File: src/rtl/hof_pkg.sv
package hof_pkg;
  typedef enum logic [1:0] {ST_IDLE, ST_POLL, ST_SEND} seq_state_e;

  localparam int unsigned REG_AW = 3;
  localparam logic [REG_AW-1:0] RA_CFG   = 3'd0;
  localparam logic [REG_AW-1:0] RA_LIMIT = 3'd1;
  localparam logic [REG_AW-1:0] RA_PDIS  = 3'd2;
  localparam logic [REG_AW-1:0] RA_IEN   = 3'd3;
  localparam logic [REG_AW-1:0] RA_STAT  = 3'd4;
endpackage

File: src/rtl/hof_regs.sv
module hof_regs import hof_pkg::*; #(
  parameter int unsigned NUM_PORTS = 8,
  parameter int unsigned CNT_W     = 16,
  parameter int unsigned REG_W     = 16
) (
  input  logic                 clk_i,
  input  logic                 rst_ni,
  input  logic                 we_i,
  input  logic                 re_i,
  input  logic [REG_AW-1:0]    addr_i,
  input  logic [REG_W-1:0]     wdata_i,
  input  logic [NUM_PORTS-1:0] stat_set_i,
  output logic                 flush_en_o,
  output logic [CNT_W-1:0]     limit_o,
  output logic [NUM_PORTS-1:0] port_dis_o,
  output logic [NUM_PORTS-1:0] irq_en_o,
  output logic [NUM_PORTS-1:0] stat_o,
  output logic [REG_W-1:0]     rdata_o,
  output logic                 irq_o
);
  logic                 flush_q;
  logic [CNT_W-1:0]     limit_q;
  logic [NUM_PORTS-1:0] dis_q, ien_q, stat_q, stat_d;
  logic [REG_W-1:0]     rdata_q, rd_mux;
  logic                 stat_clr;

  assign stat_clr = re_i && (addr_i == RA_STAT);
  // a discard landing on the read cycle survives the clear
  assign stat_d   = (stat_clr ? '0 : stat_q) | stat_set_i;

  always_comb begin
    rd_mux = '0;
    case (addr_i)
      RA_CFG:   rd_mux[0]             = flush_q;
      RA_LIMIT: rd_mux[CNT_W-1:0]     = limit_q;
      RA_PDIS:  rd_mux[NUM_PORTS-1:0] = dis_q;
      RA_IEN:   rd_mux[NUM_PORTS-1:0] = ien_q;
      RA_STAT:  rd_mux[NUM_PORTS-1:0] = stat_q;
      default:  rd_mux                = '0;
    endcase
  end

  always_ff @(posedge clk_i or negedge rst_ni) begin
    if (!rst_ni) begin
      flush_q <= 1'b0;
      limit_q <= '1;
      dis_q   <= '0;
      ien_q   <= '0;
      stat_q  <= '0;
      rdata_q <= '0;
    end else begin
      stat_q <= stat_d;
      if (re_i) rdata_q <= rd_mux;
      if (we_i) begin
        case (addr_i)
          RA_CFG:   flush_q <= wdata_i[0];
          RA_LIMIT: limit_q <= wdata_i[CNT_W-1:0];
          RA_PDIS:  dis_q   <= wdata_i[NUM_PORTS-1:0];
          RA_IEN:   ien_q   <= wdata_i[NUM_PORTS-1:0];
          default:  ;
        endcase
      end
    end
  end

  assign flush_en_o = flush_q;
  assign limit_o    = limit_q;
  assign port_dis_o = dis_q;
  assign irq_en_o   = ien_q;
  assign stat_o     = stat_q;
  assign rdata_o    = rdata_q;
  assign irq_o      = |(stat_q & ien_q);
endmodule

File: src/rtl/hof_wait_ctr.sv
module hof_wait_ctr #(
  parameter int unsigned CNT_W = 16
) (
  input  logic             clk_i,
  input  logic             rst_ni,
  input  logic             clr_i,
  input  logic             inc_i,
  input  logic [CNT_W-1:0] limit_i,
  output logic             hit_o
);
  logic [CNT_W-1:0] cnt_q;

  always_ff @(posedge clk_i or negedge rst_ni) begin
    if (!rst_ni)                cnt_q <= '0;
    else if (clr_i)             cnt_q <= '0;
    else if (inc_i && ~&cnt_q)  cnt_q <= cnt_q + 1'b1;  // saturate while flush is off
  end

  assign hit_o = (cnt_q == limit_i);
endmodule

File: src/rtl/hof_cell_seq.sv
module hof_cell_seq import hof_pkg::*; #(
  parameter int unsigned NUM_PORTS = 8,
  parameter int unsigned CELL_LEN  = 53,
  localparam int unsigned PORT_W   = $clog2(NUM_PORTS),
  localparam int unsigned OCT_W    = $clog2(CELL_LEN)
) (
  input  logic                 clk_i,
  input  logic                 rst_ni,
  input  logic                 fifo_empty_i,
  input  logic [PORT_W-1:0]    fifo_port_i,
  input  logic [NUM_PORTS-1:0] port_dis_i,
  input  logic                 flush_en_i,
  input  logic                 wait_hit_i,
  input  logic                 clav_i,
  output logic                 fifo_rd_o,
  output logic                 fifo_drop_o,
  output logic                 tx_enb_o,
  output logic                 tx_soc_o,
  output logic                 tx_idle_o,
  output logic [PORT_W-1:0]    phy_addr_o,
  output logic                 phy_addr_vld_o,
  output logic                 wait_clr_o,
  output logic                 wait_inc_o,
  output logic [NUM_PORTS-1:0] stat_set_o
);
  seq_state_e        state_q, state_d;
  logic [PORT_W-1:0] port_q, port_d;
  logic [OCT_W-1:0]  oct_q, oct_d;
  logic              timeout;

  assign timeout = (state_q == ST_POLL) && !clav_i && flush_en_i && wait_hit_i;

  always_comb begin
    state_d     = state_q;
    port_d      = port_q;
    oct_d       = oct_q;
    fifo_drop_o = 1'b0;
    case (state_q)
      ST_IDLE: if (!fifo_empty_i) begin
        if (port_dis_i[fifo_port_i]) begin
          fifo_drop_o = 1'b1;
        end else begin
          port_d  = fifo_port_i;
          state_d = ST_POLL;
        end
      end
      ST_POLL: begin
        if (clav_i) begin
          oct_d   = '0;
          state_d = ST_SEND;
        end else if (timeout) begin
          fifo_drop_o = 1'b1;
          state_d     = ST_IDLE;
        end
      end
      ST_SEND: begin
        oct_d = oct_q + 1'b1;
        if (oct_q == OCT_W'(CELL_LEN - 1)) state_d = ST_IDLE;
      end
      default: state_d = ST_IDLE;
    endcase
  end

  always_ff @(posedge clk_i or negedge rst_ni) begin
    if (!rst_ni) begin
      state_q <= ST_IDLE;
      port_q  <= '0;
      oct_q   <= '0;
    end else begin
      state_q <= state_d;
      port_q  <= port_d;
      oct_q   <= oct_d;
    end
  end

  always_comb begin
    stat_set_o = '0;
    if (timeout && !port_dis_i[port_q]) stat_set_o[port_q] = 1'b1;
  end

  assign fifo_rd_o      = (state_q == ST_SEND);
  assign tx_enb_o       = (state_q == ST_SEND);
  assign tx_soc_o       = (state_q == ST_SEND) && (oct_q == '0);
  assign tx_idle_o      = (state_q == ST_IDLE) && fifo_empty_i;
  assign phy_addr_o     = port_q;
  assign phy_addr_vld_o = (state_q == ST_POLL);
  assign wait_clr_o     = (state_q != ST_POLL);
  assign wait_inc_o     = (state_q == ST_POLL) && !clav_i;
endmodule

File: src/rtl/txcell_hol_flusher.sv
module txcell_hol_flusher import hof_pkg::*; #(
  parameter int unsigned NUM_PORTS = 8,
  parameter int unsigned DATA_W    = 8,
  parameter int unsigned CNT_W     = 16,
  parameter int unsigned REG_W     = 16,
  parameter int unsigned CELL_LEN  = 53,
  localparam int unsigned PORT_W   = $clog2(NUM_PORTS)
) (
  input  logic              clk_i,
  input  logic              rst_ni,
  input  logic              fifo_empty_i,
  input  logic [PORT_W-1:0] fifo_port_i,
  input  logic [DATA_W-1:0] fifo_data_i,
  output logic              fifo_rd_o,
  output logic              fifo_drop_o,
  output logic [PORT_W-1:0] phy_addr_o,
  output logic              phy_addr_vld_o,
  input  logic              phy_clav_i,
  output logic [DATA_W-1:0] tx_data_o,
  output logic              tx_soc_o,
  output logic              tx_enb_o,
  output logic              tx_idle_o,
  input  logic              reg_we_i,
  input  logic              reg_re_i,
  input  logic [REG_AW-1:0] reg_addr_i,
  input  logic [REG_W-1:0]  reg_wdata_i,
  output logic [REG_W-1:0]  reg_rdata_o,
  output logic              irq_o
);
  logic                 flush_en, wait_hit, wait_clr, wait_inc;
  logic [CNT_W-1:0]     wait_limit;
  logic [NUM_PORTS-1:0] port_dis, irq_en, stat, stat_set;

  hof_regs #(.NUM_PORTS(NUM_PORTS), .CNT_W(CNT_W), .REG_W(REG_W)) u_regs (
    .clk_i, .rst_ni,
    .we_i(reg_we_i), .re_i(reg_re_i), .addr_i(reg_addr_i), .wdata_i(reg_wdata_i),
    .stat_set_i(stat_set),
    .flush_en_o(flush_en), .limit_o(wait_limit), .port_dis_o(port_dis),
    .irq_en_o(irq_en), .stat_o(stat), .rdata_o(reg_rdata_o), .irq_o(irq_o)
  );

  hof_wait_ctr #(.CNT_W(CNT_W)) u_wait (
    .clk_i, .rst_ni,
    .clr_i(wait_clr), .inc_i(wait_inc), .limit_i(wait_limit), .hit_o(wait_hit)
  );

  hof_cell_seq #(.NUM_PORTS(NUM_PORTS), .CELL_LEN(CELL_LEN)) u_seq (
    .clk_i, .rst_ni,
    .fifo_empty_i, .fifo_port_i, .port_dis_i(port_dis), .flush_en_i(flush_en),
    .wait_hit_i(wait_hit), .clav_i(phy_clav_i),
    .fifo_rd_o, .fifo_drop_o, .tx_enb_o, .tx_soc_o, .tx_idle_o,
    .phy_addr_o, .phy_addr_vld_o,
    .wait_clr_o(wait_clr), .wait_inc_o(wait_inc), .stat_set_o(stat_set)
  );

  assign tx_data_o = fifo_data_i;

  // irq enable mirror kept for the checker's view
  logic [NUM_PORTS-1:0] irq_en_seen;
  assign irq_en_seen = irq_en;
endmodule

File: config.mk
export PLATFORM = sky130hd
export DESIGN_NAME = txcell_hol_flusher
export DESIGN_NICKNAME = d
export VERILOG_FILES = /design/src/rtl/hof_pkg.sv /design/src/rtl/hof_regs.sv /design/src/rtl/hof_wait_ctr.sv /design/src/rtl/hof_cell_seq.sv /design/src/rtl/txcell_hol_flusher.sv
export SDC_FILE = /design/constraint.sdc
export NUM_CORES = 1
export LEC_CHECK = 0
export BUFFER_PORTS_ARGS = -buffer_cell sky130_fd_sc_hd__buf_2
export CAP_MARGIN = 10
export CORE_MARGIN = 10
export CORE_UTILIZATION = 30
export CTS_CLUSTER_DIAMETER = 60
export DETAILED_ROUTE_END_ITERATION = 12
export PLACE_DENSITY = 0.54
export SYNTH_ARGS = -nofsm -noshare
export SYNTH_HDL_FRONTEND = slang
export SYNTH_HIERARCHICAL = 1
export SYNTH_SLANG_ARGS = --single-unit
export TNS_END_PERCENT = 100
File: constraint.sdc
create_clock -name clk_i -period 3.4 [get_ports clk_i]
set_input_delay 0.51 -clock clk_i [delete_from_list [all_inputs] [get_ports clk_i]]
set_output_delay 0.51 -clock clk_i [all_outputs]
set_load 0.05 [all_outputs]
==> out/metrics.yaml, run 1 <==
drt:
  wl_microns: 10900
  wl_per_cell_microns: 17.1
  first_iter_violations: 261
  vias: 3264
  antenna_left: 0
  drtPass1Iterations: 4
  viasPerCell: 5.09
  drc: 0
synthesis:
  synth_nets: 452
  yosys_warnings: 6
  synthCells: 413
  synth-seq-area-share_pct: 46.7
  yosysUniqueCellTypes: 59
  ys_ff_latch: 84
  async_flop_share_pct: 100
  netlist_area_sq_mm: 0.00455
  ys.flop_type: "dfrtp_1"
  synth_edf_count: 0
  avgSynthCellArea_sq_um: 11.0
final_layout:
  nNetsFinal: 491
  n_antenna_cell: 0
  drive_gt1_share_pct: 28.7
  final_cell_count_no_fill: 641
  syn_to_final_growth_pct: 13.9
global_route:
  grt_pass1_wl_microns: 17600
  grt-ovfl-total: 0
  grt_max_degree: 64
  antenna_found_initial: 0
  grt_pass1_vias: 3247
  grt_usage_pct: 10.9
clock_tree:
  cts_root_buffer: "clkbuf_16"
  cts_max_path_buffers: 2
  cts_resized: 0
  clk_pin_slew_ps: 60
  postCtsSetupRepairBufs: 0
  cts.sinks: 84
  hold_buffers: 0
  clk_latency_ps: 340
  cts_buffers: 9
  cts_max_level: 3
  cts_tree: "yes"
setup_path:
  reg2reg_to: "u_wait/cnt_q[13]"
  reg2regPathDepth: 4
  critical_path.endpoint_type: "output port"
  crit_arrival_ps: 2220
  r2r_slack_ps: 1060
  startpoint_type: "flip-flop"
  reg2reg_from: "u_seq/state_q[1]"
  required_ps: 2890
  critPathMaxFanout: 3
  worst-setup-path-type: "reg -> out"
die:
  rows: 44
  start_util_pct: 30.9
  coreArea_sq_mm: 0.0147
  die_w_microns: 143
  die-height_microns: 143
  dieArea_sq_mm: 0.0205
  pin_count: 70
timing:
  whs_ps: 260
  fmax_ghz: 0.366
  setup_violations: 0
  drv_slew: 0
  min_period_ps: 2730
  hold_violations: 0
  timing.setup.tns_ps: 0
  rsz0062_at_grt: "false"
  skew_ps: 7.48
  finalCritPeriodShare_pct: 80.4
  worst_pin_slew_ps: 807
  slew_headroom_pct: 46.2
  setup_ws_ps: 666
outcome:
  outcome: "complete, no violations"
placement:
  post-place-cells: 625
  routabilityCongestion: 0.819
  pre_cts_ws_ps: 983
  portBuffers: 53
  post-dp-hpwl_microns: 8200
hold_path:
  min_path_type: "in -> async"
power:
  ir_worst_vdd_uv: 218
  powerDensity_mw_per_mm2: 616
  leakage_uw: 0.00225
run:
  max_cap_violations: 0
## report_power, final
| group | total (uW) | internal [uW] | switching, uW |
|---|---|---|---|
| Sequential | 1420 | 1190 | 222 |
| Clock | 971 | 588 | 383 |
| Combinational | 804 | 325 | 479 |
## cells in the mapped netlist (7+ instances only)
library cell / n / area (sq um)
dfrtp_1: 68 / 1700
inv_1: 26 / 97.6
dfstp_2: 16 / 420
a22o_1: 14 / 123
o31ai_1: 7 / 52.6
o22ai_1: 9 / 56.3
o21ai_0: 12 / 60.1
mux2_4: 11 / 165
nand2_1: 12 / 45.0
nor2_1: 19 / 71.3
nor4_1: 9 / 56.3
mux2_2: 20 / 225
mux2i_1: 9 / 90.1
nor2b_1: 7 / 43.8
nand4_1: 12 / 75.1
xnor2_1: 19 / 166
mux2_1: 10 / 113
nand3_1: 14 / 70.1
a21o_1: 8 / 60.1
buf_4: 9 / 67.6
clkbuf_1: 8 / 30.0
a21oi_1: 22 / 110
## worst max-delay path by stage
stage,start,endpoint,slack [ps],depth (start not counted)
floorplan,fifo_port_i[0],fifo_drop_o,20,4
global placement,fifo_port_i[0],fifo_drop_o,980,5
detailed placement,fifo_port_i[0],fifo_drop_o,980,5
CTS,u_regs/limit_o[1],fifo_drop_o,640,7
global route,u_wait/cnt_q[6],fifo_drop_o,480,7
finish,u_regs/limit_o[1],fifo_drop_o,670,7
## cells in the final DEF, fill, tap and decap left out, types with 3 or more instances in the layout
cell type / n
mux2_2: 20
o31ai_1: 7
nor4_1: 9
a21o_1: 8
a21oi_1: 22
xnor2_1: 19
dfrtp_1: 68
and4b_1: 3
mux2_1: 10
or4_1: 5
nand2_1: 12
o21ai_0: 12
inv_1: 26
or3_1: 3
clkbuf_16: 9
nor3_1: 6
nand3_1: 14
a22oi_1: 5
nand4_1: 12
nor2_1: 19
ha_1: 3
buf_2: 52
mux2_4: 11
buf_4: 4
nor2b_1: 7
mux2i_1: 9
and4_1: 3
nand3b_1: 4
o22ai_1: 9
dfstp_2: 16
a22o_1: 14
## through the flow
stage | util (%) | power [uW] | cell area, sq um
finish | 35.2 | 3190 | 5180
floorplan | - | 2030 | 4550
detailed placement | 33.2 | 2240 | 4880
CTS | 35.2 | 3230 | 5180
global route | 35.2 | 3370 | 5180
global placement | 33.2 | 2220 | 4880
## metal layers
layer	vias up	track usage [%]	wire, microns
met5	-	0	0
met4	0	5.32	201
met3	17	2.65	509
met2	67	17.0	5280
met1	1602	13.8	4950
li1	1578	-	-
## cell families after synthesis
family	Yosys count	share of synthesized area (%)
compound gates	83	12.1
xor+xnor	20	3.85
fa+ha+maj	3	0.826
buf+inv	54	6.19
flops	84	46.7
mux	51	13.5
simple gates	118	16.8
## worst max-delay path, stage by stage (launching register included)
cell and delay, ps:
dfstp_2 550, xnor2_1 140, nand4_1 110, nor4_1 300, buf_4 190, nand3_1 160, o41ai_1 110, buf_2 320
## flip-flops by register name, summed over array words and instances, names as in the netlist
name and flops:
u_regs/rdata_o 16, u_seq/phy_addr_o 3, u_regs/stat_o 8, u_regs/flush_en_o 1, u_wait/cnt_q 16, u_seq/state_q 2
u_seq/oct_q 6, u_regs/limit_o 16, u_regs/irq_en_o 8, u_regs/port_dis_o 8
## final cells by class
class | count | area [sq um]
Clock buffer | 12 | 246
Clock inverter | 4 | 50.0
Fill cell | 1454 | 9520
Inverter | 26 | 97.6
Multi-Input combinational cell | 275 | 2140
Sequential cell | 84 | 2120
Tap cell | 184 | 230
Timing Repair Buffer | 56 | 290
No activity file was read; power rests on OpenSTA's default activity.
==> run 2: changes to the inputs <==
--- a/config.mk
+++ b/config.mk
@@ -11,7 +11,7 @@
 export CORE_UTILIZATION = 30
 export CTS_CLUSTER_DIAMETER = 60
 export DETAILED_ROUTE_END_ITERATION = 12
-export PLACE_DENSITY = 0.54
+export PLACE_DENSITY = 0.55
 export SYNTH_ARGS = -nofsm -noshare
 export SYNTH_HDL_FRONTEND = slang
 export SYNTH_HIERARCHICAL = 1
==> constraint.sdc (replaced) <==
create_clock -name clk_i -period 2.5 [get_ports clk_i]
set_input_delay 0.375 -clock clk_i [delete_from_list [all_inputs] [get_ports clk_i]]
set_output_delay 0.375 -clock clk_i [all_outputs]
set_load 0.05 [all_outputs]
==> run 2 against run 1 <==
  * Register-to-register slack got worse by 720 ps
  * Sequential cell count did not move
  * Total power rose by 38%
  * Clock power rose by 39%
  * Global-route usage rose by 0.61 points
  * Clock skew rose by 2.9 ps
  * Combinational power rose by 46%
  * Final cell count rose by 0.78%
  * Worst setup slack got worse by 580 ps
  * Sequential power rose by 34%
  * Critical endpoint unchanged
  * Largest cell class unchanged
  * Largest power group unchanged
==> out/metrics.yaml, run 2 (synthesis results as in run 1) <==
outcome:
  outcome: "complete, no violations"
setup_path:
  critical_path.endpoint_type: "output port"
  crit_path_top_delay_cell: "dfstp_2"
  startpoint_type: "flip-flop"
  path_cells: "xnor2_2 -> nand4_1 -> nor4_2 -> buf_4 -> nand3_4 -> o41ai_2 -> buf_4"
  crit_arrival_ps: 2040
  crit_path_max_incr_delay_ps: 570
  worst-setup-path-type: "reg -> out"
  critPathTopFamily: "flip-flops"
  required_ps: 2120
  path_buf_inv: 2
  critPathMaxFanout: 3
  crit_top_cell: "buf_4"
clock_tree:
  cts_buffers: 9
  cts_tree: "yes"
  cts_root_buffer: "clkbuf_16"
  clk_pin_slew_ps: 70
  clk_latency_ps: 340
  cts_max_path_buffers: 2
  cts.sinks: 84
  hold_buffers: 0
  cts_max_level: 3
final_layout:
  drive_gt1_share_pct: 31.0
  n_antenna_cell: 0
  syn_to_final_growth_pct: 16.2
  nFillCells: 1467
  multiInputGateArea_sq_mm: 0.00218
  layout_common_cells: "dfrtp_1, buf_2, inv_1"
  nNetsFinal: 496
  regArea_sq_mm: 0.00212
  layout_commonest_cell: "dfrtp_1"
power:
  pwr-share-comb_pct: 26.5
  p_total_uw: 4420
  switchingPower_uw: 1500
  p_sw_share_pct: 34.0
  power_frac_seq_pct: 42.9
  internal_power_uw: 2910
  ir_worst_vdd_uv: 390
  leakage_uw: 0.00230
  powerDensity_mw_per_mm2: 836
  power.clock.fraction_pct: 30.6
drt:
  drc: 0
  wl_microns: 11400
  vias: 3339
  drtPass1Iterations: 5
  viasPerCell: 5.17
  antenna_left: 0
  wl_per_cell_microns: 17.6
  first_iter_violations: 256
global_route:
  grt-ovfl-total: 0
  grt_usage_pct: 11.5
  grt_pass1_wl_microns: 18700
  grt_pass1_vias: 3330
  grt_max_degree: 47
  antenna_found_initial: 0
timing:
  drv_slew: 0
  finalCritPeriodShare_pct: 96.5
  setup_violations: 0
  slew_headroom_pct: 53.4
  hold_violations: 0
  timing.setup.tns_ps: 0
  min_period_ps: 2410
  rsz0062_at_grt: "false"
  skew_ps: 10.4
  worst_pin_slew_ps: 699
  fmax_ghz: 0.415
die:
  coreArea_sq_mm: 0.0147
  start_util_pct: 30.9
  dieArea_sq_mm: 0.0205
  die-height_microns: 143
  pin_count: 70
  rows: 44
  die_w_microns: 143
placement:
  routabilityCongestion: 0.842
  portBuffers: 53
  post-dp-hpwl_microns: 8470
hold_path:
  min_path_type: "in -> async"
run:
  max_cap_violations: 0
run 2: final cells by class:
| type | instances | share of cell area (%) |
|---|---|---|
| tap | 184 | 4.36 |
| timing repair buffer | 61 | 6.49 |
| inverter | 26 | 1.85 |
| clock inverter | 4 | 0.900 |
| clock buffer | 12 | 4.86 |
| multi-input combinational | 275 | 41.3 |
| sequential | 84 | 40.2 |
run 2: power by group through the flow:
stage	sequential (uW)	combinational [uW]	clock, uW
2_1_floorplan	1980	797	0
3_3_place_gp	1900	1150	0
3_5_place_dp	1920	1170	0
4_1_cts	1890	1180	1400
5_1_grt	1930	1280	1440
6_report	1900	1170	1350
run 2: repair_timing:
action / 4_1_cts / 5_1_grt
resized for setup: 3 / 3
endpoints found under the setup margin: 1 / 1
setup buffers: 0 / 0
pin swaps: 1 / 2
run 2: stage by stage:
step,instance area [sq um],hold slack [ps],std cells,util (%),setup WS [ps]
final,5280,24.5,646,35.9,87.5
after global placement,4950,402,630,33.6,196
after floorplan,4560,79.4,413,-,67.8
after detailed placement,4950,405,630,33.6,228
after global routing,5280,67.9,646,35.9,6.65
after CTS,5260,37.8,646,35.8,18.0
run 2: final timing paths:
| check | startpoint | slack, ps | endpoint | cells past startpoint |
|---|---|---|---|---|
| max in group asynchronous | rst_ni | 1770 | u_regs/limit_o[0] | 2 |
| max reg2reg | u_seq/state_q[1] | 340 | u_wait/cnt_q[13] | 4 |
| min in group clk_i | reg_wdata_i[12] | 260 | u_regs/limit_o[12] | 2 |
| min reg2reg | u_regs/stat_o[5] | 520 | u_regs/stat_o[5] | 1 |
| max | u_regs/limit_o[6] | 90 | fifo_drop_o | 7 |
| min | rst_ni | 20 | u_wait/cnt_q[4] | 1 |
run 2: metal layers:
metal | global-route usage [%] | wire (microns) | vias to the layer above
li1 | - | - | 1597
met1 | 15.2 | 5220 | 1656
met2 | 18.0 | 5340 | 75
met3 | 2.85 | 684 | 11
met4 | 3.91 | 153 | 0
met5 | 0 | 0 | -
run 2: worst reg2reg max path, cell delays in order (launching register included):
cell     delay, ps
dfrtp_1        380
nor3b_2        510
inv_1          340
nor4_1         450
mux2_2         370
